File: config.mk
export PLATFORM = sky130hd
export DESIGN_NAME = alarm_countdown
export DESIGN_NICKNAME = d
export VERILOG_FILES = /design/src/rtl/alarm_pkg.sv /design/src/rtl/alarm_decode.sv /design/src/rtl/alarm_cfg.sv /design/src/rtl/alarm_counter.sv /design/src/rtl/alarm_countdown.sv
export SDC_FILE = /design/constraint.sdc
export NUM_CORES = 1
export LEC_CHECK = 0
export BUFFER_PORTS_ARGS = -buffer_cell sky130_fd_sc_hd__buf_2
export CAP_MARGIN = 20
export CELL_PAD_IN_SITES_DETAIL_PLACEMENT = 1
export CELL_PAD_IN_SITES_GLOBAL_PLACEMENT = 1
export CORE_ASPECT_RATIO = 1.2
export CORE_UTILIZATION = 45
export CTS_CLUSTER_SIZE = 16
export DETAILED_ROUTE_END_ITERATION = 10
export PLACE_DENSITY = 0.89
export SLEW_MARGIN = 30
export SYNTH_ARGS = -nofsm -noshare
export SYNTH_HDL_FRONTEND = slang
export SYNTH_HIERARCHICAL = 1
export SYNTH_SLANG_ARGS = --single-unit
File: constraint.sdc
create_clock -name clk -period 3.7 [get_ports clk]
set_input_delay 1.11 -clock clk [delete_from_list [all_inputs] [get_ports clk]]
set_output_delay 1.11 -clock clk [all_outputs]
set_load 0.02 [all_outputs]
File: src/rtl/alarm_pkg.sv
package alarm_pkg;
  // register byte offsets
  localparam int OFS_CTRL  = 'h00;
  localparam int OFS_IVAL  = 'h20;
  localparam int OFS_CUR   = 'h24;
  localparam int OFS_RUN   = 'h28;
  localparam int OFS_IEN   = 'h2C;
  localparam int OFS_STAT  = 'h30;
  localparam int OFS_WK_EN = 'h44;
  localparam int OFS_WK_IE = 'h48;
  localparam int OFS_WK_ST = 'h4C;
  localparam int OFS_WAKE  = 'h50;
  localparam int BUSY_BIT  = 9;

  // index of each plain single-bit config register
  localparam int CFG_RUN   = 0;
  localparam int CFG_IEN   = 1;
  localparam int CFG_WKEN  = 2;
  localparam int CFG_WEN   = 3;
  localparam int CFG_WIE   = 4;
  localparam int CFG_COUNT = 5;

  typedef struct packed {
    logic load;   // interval write
    logic clr;    // pending clear (wdata bit 0 set)
    logic wk_clr; // weekly status clear
  } alarm_strb_t;
endpackage

File: src/rtl/alarm_decode.sv
module alarm_decode
  import alarm_pkg::*;
#(
  parameter int AW = 8
) (
  input  logic          bus_wr,
  input  logic [AW-1:0] bus_addr,
  input  logic          wbit0,
  output alarm_strb_t   strb
);
  always_comb begin
    strb.load   = bus_wr && (bus_addr == AW'(OFS_IVAL));
    strb.clr    = bus_wr && (bus_addr == AW'(OFS_STAT)) && wbit0;
    strb.wk_clr = bus_wr && (bus_addr == AW'(OFS_WK_ST)) && wbit0;
  end
endmodule

File: src/rtl/alarm_cfg.sv
module alarm_cfg
  import alarm_pkg::*;
#(
  parameter int AW = 8
) (
  input  logic                 clk,
  input  logic                 rst,
  input  logic                 bus_wr,
  input  logic [AW-1:0]        bus_addr,
  input  logic                 wbit0,
  input  logic                 wk_clr,
  output logic [CFG_COUNT-1:0] cfg,
  output logic                 wk_stat
);
  localparam int CFG_OFS [CFG_COUNT] = '{OFS_RUN, OFS_IEN, OFS_WAKE, OFS_WK_EN, OFS_WK_IE};

  for (genvar i = 0; i < CFG_COUNT; i++) begin : g_bit
    always_ff @(posedge clk) begin
      if (rst) begin
        cfg[i] <= 1'b0;
      end else if (bus_wr && (bus_addr == AW'(CFG_OFS[i]))) begin
        cfg[i] <= wbit0;
      end
    end
  end

  // weekly status: kept as storage only, no set source inside this block
  always_ff @(posedge clk) begin
    if (rst || wk_clr) begin
      wk_stat <= 1'b0;
    end
  end
endmodule

File: src/rtl/alarm_counter.sv
module alarm_counter #(
  parameter int CW = 32
) (
  input  logic          clk,
  input  logic          rst,
  input  logic          tick,
  input  logic          run,
  input  logic          load,
  input  logic          clr,
  input  logic [CW-1:0] load_val,
  output logic [CW-1:0] ival,
  output logic [CW-1:0] cnt,
  output logic          pend,
  output logic          busy
);
  localparam logic [CW-1:0] ONE = CW'(1);

  logic step;
  logic expire;

  always_comb begin
    step   = tick && run && (cnt != '0) && !load;
    expire = step && (cnt == ONE);
  end

  always_ff @(posedge clk) begin
    if (rst) begin
      ival <= '0;
      cnt  <= '0;
    end else if (load) begin
      ival <= load_val;
      cnt  <= load_val;
    end else if (step) begin
      cnt <= cnt - ONE;
    end
  end

  always_ff @(posedge clk) begin
    if (rst) begin
      pend <= 1'b0;
    end else if (expire) begin
      pend <= 1'b1;
    end else if (clr) begin
      pend <= 1'b0;
    end
  end

  always_ff @(posedge clk) begin
    if (rst) begin
      busy <= 1'b0;
    end else if (load) begin
      busy <= 1'b1;
    end else if (tick) begin
      busy <= 1'b0;
    end
  end
endmodule

File: src/rtl/alarm_countdown.sv
module alarm_countdown
  import alarm_pkg::*;
#(
  parameter int AW = 8,
  parameter int DW = 32,
  parameter int CW = 32
) (
  input  logic          clk,
  input  logic          rst,
  input  logic          tick,
  input  logic          bus_wr,
  input  logic          bus_rd,
  input  logic [AW-1:0] bus_addr,
  input  logic [DW-1:0] bus_wdata,
  output logic [DW-1:0] bus_rdata,
  output logic          irq,
  output logic          wake
);
  alarm_strb_t          strb;
  logic [CFG_COUNT-1:0] cfg;
  logic                 wk_stat;
  logic [CW-1:0]        ival_q;
  logic [CW-1:0]        cnt_q;
  logic                 pend_q;
  logic                 busy_q;
  logic                 run_en;
  logic [DW-1:0]        rd_mux;

  alarm_decode #(.AW(AW)) u_dec (
    .bus_wr   (bus_wr),
    .bus_addr (bus_addr),
    .wbit0    (bus_wdata[0]),
    .strb     (strb)
  );

  alarm_cfg #(.AW(AW)) u_cfg (
    .clk      (clk),
    .rst      (rst),
    .bus_wr   (bus_wr),
    .bus_addr (bus_addr),
    .wbit0    (bus_wdata[0]),
    .wk_clr   (strb.wk_clr),
    .cfg      (cfg),
    .wk_stat  (wk_stat)
  );

  assign run_en = cfg[CFG_RUN];

  alarm_counter #(.CW(CW)) u_cnt (
    .clk      (clk),
    .rst      (rst),
    .tick     (tick),
    .run      (run_en),
    .load     (strb.load),
    .clr      (strb.clr),
    .load_val (bus_wdata[CW-1:0]),
    .ival     (ival_q),
    .cnt      (cnt_q),
    .pend     (pend_q),
    .busy     (busy_q)
  );

  always_comb begin
    rd_mux = '0;
    case (bus_addr)
      AW'(OFS_CTRL):  rd_mux[BUSY_BIT] = busy_q;
      AW'(OFS_IVAL):  rd_mux = DW'(ival_q);
      AW'(OFS_CUR):   rd_mux = DW'(cnt_q);
      AW'(OFS_RUN):   rd_mux[0] = cfg[CFG_RUN];
      AW'(OFS_IEN):   rd_mux[0] = cfg[CFG_IEN];
      AW'(OFS_STAT):  rd_mux[0] = pend_q;
      AW'(OFS_WK_EN): rd_mux[0] = cfg[CFG_WEN];
      AW'(OFS_WK_IE): rd_mux[0] = cfg[CFG_WIE];
      AW'(OFS_WK_ST): rd_mux[0] = wk_stat;
      AW'(OFS_WAKE):  rd_mux[0] = cfg[CFG_WKEN];
      default:        rd_mux = '0;
    endcase
  end

  always_ff @(posedge clk) begin
    if (rst) begin
      bus_rdata <= '0;
      irq       <= 1'b0;
      wake      <= 1'b0;
    end else begin
      if (bus_rd) begin
        bus_rdata <= rd_mux;
      end
      irq  <= pend_q && cfg[CFG_IEN];
      wake <= pend_q && cfg[CFG_WKEN];
    end
  end
endmodule

== Word level (Yosys, flattened, before mapping) ==
Index checks and enable logic that the tools add are counted.

* Register bits after elaboration: 105
* Latch bits: 0
* Memory bits (writable): 0
* Bits in read-only memories: 0
* Bits of input ports: 45
* Output and inout port bits: 34
* Word-level logic and storage cells: 52
* Memories kept: 0

* Add/sub/neg operators: 1
* Multipliers: 0
* Div/mod/pow operators: 0
* Order comparisons: 0
* Eq/ne operators: 9
* Shift operators: 0
* Multiplexer cells: 10
* Bitwise gates (word level): 0
* Reduce and logical (&&, ||, !) cells: 20

{| class="wikitable"
|+ Operators with widths
! kind !! count
|-
| $mux W32 || 2
|-
| $pmux W22 S2 || 1
|-
| $eq A8 B6 Y1 const B || 5
|-
| $eq A32 B1 Y1 const B || 1
|-
| $reduce_bool A32 Y1 || 1
|-
| $sub A32 B1 Y32 const B || 1
|-
| $eq A8 B7 Y1 const B || 3
|-
| $pmux W8 S2 || 1
|-
| $logic_and A1 B1 Y1 || 14
|-
| $logic_not A8 Y1 || 1
|-
| $pmux W1 S8 || 1
|-
| $reduce_bool A2 Y1 || 3
|-
| $mux W1 || 4
|-
| $pmux W1 S3 || 1
|-
| $logic_not A1 Y1 || 1
|}

== Longest topological paths before layout ==
* Depth in word-level cells: 6
* Depth in mapped cells: 8

== Hierarchy ==
The synthesis kept the hierarchy.

{| class="wikitable"
|+ By module, submodules not included
! module !! instances !! cells each !! area an instance (um^2)
|-
| alarm_counter || 1 || 345 || 3195.6
|-
| alarm_countdown || 1 || 172 || 1919.3
|-
| alarm_cfg || 1 || 28 || 301.5
|-
| alarm_decode || 1 || 7 || 70.1
|}

== Worst setup path before layout ==
OpenSTA, ideal clock, no wires.

* Kind: input port to flip-flop
* Start point: input port bus_addr[1]
* End point: register u_cnt.ival[22]
* Setup time: 0.128 ns
* Data arrival time: 3.100 ns
* Data required time: 3.572 ns
* Setup slack: 0.473 ns
* Stages on the path: 7
* Path buffers: 3
* Cells stage by stage: or4b_4 nor3_1 clkbuf_1 clkbuf_1 buf_1 mux2i_1 nor2_1

{| class="wikitable"
|+ RTL lines
! element !! line !! source
|-
| from (decl) || alarm_countdown.sv:13 || <nowiki>input logic [AW-1:0] bus_addr,</nowiki>
|-
| to (signal assigned) || alarm_counter.sv:31 || <nowiki>ival <= load_val;</nowiki>
|-
| to (decl) || alarm_counter.sv:11 || <nowiki>output logic [CW-1:0] ival,</nowiki>
|}

== Worst setup path after layout ==
* Start point: register u_cnt.cnt[4]
* End point: register u_cnt.cnt[21]

* Longest elaborated chain between the ends: 4

{| class="wikitable"
|+ Ends and longest elaborated chain
! element !! line !! source
|-
| from (decl) || alarm_counter.sv:12 || <nowiki>output logic [CW-1:0] cnt,</nowiki>
|-
| from (signal assigned) || alarm_counter.sv:32 || <nowiki>cnt <= load_val;</nowiki>
|-
| from (signal assigned) || alarm_counter.sv:34 || <nowiki>cnt <= cnt - ONE;</nowiki>
|-
| branches (longest 4 deep; another with $sub A32 B1 Y32) || -- ||
|}

Several ways; the timed one is not identified. The select of a mux whose other input is x is not followed.
A chain may end at the register's enable or synchronous reset.

==> summary.txt <==
Clock tree
  • Post-CTS setup buffer count: 0
  • Total CTS buffers: 9
  • Clock slew at reported path FFs: around 0.070 ns
  • CTS H-tree lvls: 3
  • Clock Latency Late Sink: 0.34 ns
  • CTS Sinks: 105
  • Gates resized, CTS repair: 0
  • Clock buffer depth: 2
  • # hold bufs at CTS: 0
  • Root Buffer: clkbuf_16
  • CTS tree: yes

Die
  • Die X-Extent: 103 um
  • Top Ports: slightly below 80
  • Die ar.: 12600 um2
  • CORE AREA: 11700 um2
  • # rows: 43
  • Initial Utilization: 46.8%
  • Height of the die: 123 um

Power and ir drop
  • PwrDens: 367 nW/um2
  • Worst vdd ir: 0.185 mV
  • Pwr Total: 0.00227 W
  • Pleak: 2.34 nW

Timing
  • RSZ-0062 raised after global routing: false
  • Final hold vios: 0
  • Min cycle time layout: 2.80 ns
  • Slew margin rel.: 49.3%
  • Final WS setup: 0.900 ns
  • Setup Skew: 0.00623 ns
  • Setup TNS: 0 ns
  • Max-slew violation count: 0
  • Final Setup Violations: 0
  • Worst hold slack: 0.478 ns
  • Slew of the pin with the lowest slew margin: 0.761 ns
  • Fin crit share: 75.7%
  • Max Freq: roughly 0.36 GHz

Route
  • Remaining antenna violation count after routing: 0
  • Drt drc: 0
  • Routed wire length per instance: 19.1 um
  • WL final: 14700 um
  • Via density: 5.82
  • Detailed Routing Iterations Pass 1: 4
  • First DRT Iteration DRCs: 172
  • Total number of vias: 4483

Placement
  • Port bufs: between 70 and 80
  • Routability cong.: 0.822
  • Post-DP HPWL: 10100 um
  • Setup Slack @ Placement: 0.567 ns

Logic synthesis
  • Synth Net Count: 597
  • Synth Instances: 550
  • Synth Cell Area: 5460 um2
  • Synth Warn #: 6
  • Synth Area per Inst: 9.93 um2

Worst setup path
  • Worst Path Required: just under 4 ns
  • Launching element type of the critical path: flop
  • Critical path class: flop to flop
  • CP Max Fanout: 15
  • Worst EP arrival: between 3 and 4 ns
  • Crit. End Element: flop

Cells and area
  • ANT cells: 0
  • Share of post-route cells with drive strength above 1: 32.8%
  • NumNets Final: 655
  • FILL cells: 1338
  • Layout Utilization: 53.0%
  • Area growth, synth to finish: 13.4%

GRT
  • Largest net degree at the start of global routing: 66
  • First-pass GRT wire length: 24100 um
  • Vias in the first global route: 4802
  • Initial antenna violation count: 0
  • GR Util All Layers: 24.6%
  • GR Overflow Total: 0

Job
  • Number of max-cap violations: 0

Worst hold path
  • Hold WC Path Type: flop to flop

Run status
  • Outcome: finished, final reports clean
==> registers in the layout (all words and copies together) (netlist names) <==
name / cells
bus_rdata: 32
irq: 1
u_cfg/cfg: 5
u_cnt/busy: 1
u_cnt/cnt: 32
u_cnt/ival: 32
u_cnt/pend: 1
wake: 1
==> path summary, 6_finish.rpt <==
path / startpoint / to / slack [ns] / cells after the start
worst max-delay path: u_cnt/cnt[4] / u_cnt/cnt[21] / 0.90 / 6
worst min-delay path: u_cnt/pend / u_cnt/pend / 0.48 / 2
worst max register to register: u_cnt/cnt[4] / u_cnt/cnt[21] / 0.90 / 6
worst min register to register: u_cnt/pend / u_cnt/pend / 0.48 / 2
==> layout make-up <==
| class | count | area [um2] | area share, % |
|---|---|---|---|
| sequential | 105 | 2100 | 34.0 |
| tap | 157 | 196 | 3.17 |
| timing repair buffer | 89 | 475 | 7.68 |
| inverter | 5 | 18.8 | 0.303 |
| clock inverter | 4 | 27.5 | 0.445 |
| clock buffer | 12 | 256 | 4.14 |
| multi-input combinational | 398 | 3110 | 50.3 |
==> metrics by stage <==
| step | area [um2] | instances |
|---|---|---|
| after floorplan | 5460 | 550 |
| after global placement | 5900 | 754 |
| after detailed placement | 5900 | 754 |
| after CTS | 6190 | 770 |
| after global routing | 6190 | 770 |
| final | 6190 | 770 |
==> where the power goes <==
| group | internal (W) | total (W) | switching, W | leakage, nW |
|---|---|---|---|---|
| Sequential | 0.00115 | 0.00116 | 0.00000966 | 0.851 |
| Combinational | 0.0000739 | 0.000208 | 0.000134 | 1.35 |
| Clock | 0.000494 | 0.000910 | 0.000416 | 0.143 |
| Total | 0.00171 | 0.00227 | 0.000559 | 2.34 |
==> routing by layer <==
layer	vias to the layer above	track usage, %	wire [um]	share of wire [%]
met2	98	43.0	7590	52
met4	0	9.38	248	1.7
met5	-	0	0	0
li1	2147	-	-	-
met1	2216	30.1	6430	44
met3	22	3.64	442	3.0
==> critical path: stages, from the launching register on <==
cell     delay, ns
dfxtp_1       0.38
or4_4         0.63
nor2_1        0.21
and3_1        0.69
a21oi_2       0.31
and4_1        0.28
nor4_1        0.21
==> cell usage in the layout, fill, tap and decap left out, drive strengths merged, types with 3 or more instances in the layout <==
cell type  count
a2111oi        6
dfxtp        105
buf           89
and4           3
nor2          99
or3           12
inv            4
mux2i         40
nor4b          8
or4           11
clkinv         5
nand3         10
a221oi        30
nand2         11
clkbuf        12
a311oi         3
o21ai          5
a211oi        32
xnor2         22
nand2b         8
or2            6
nand4          3
a21oi          9
nor4          11
nor3          46
Note: power is estimated with default switching activity, not from simulation.
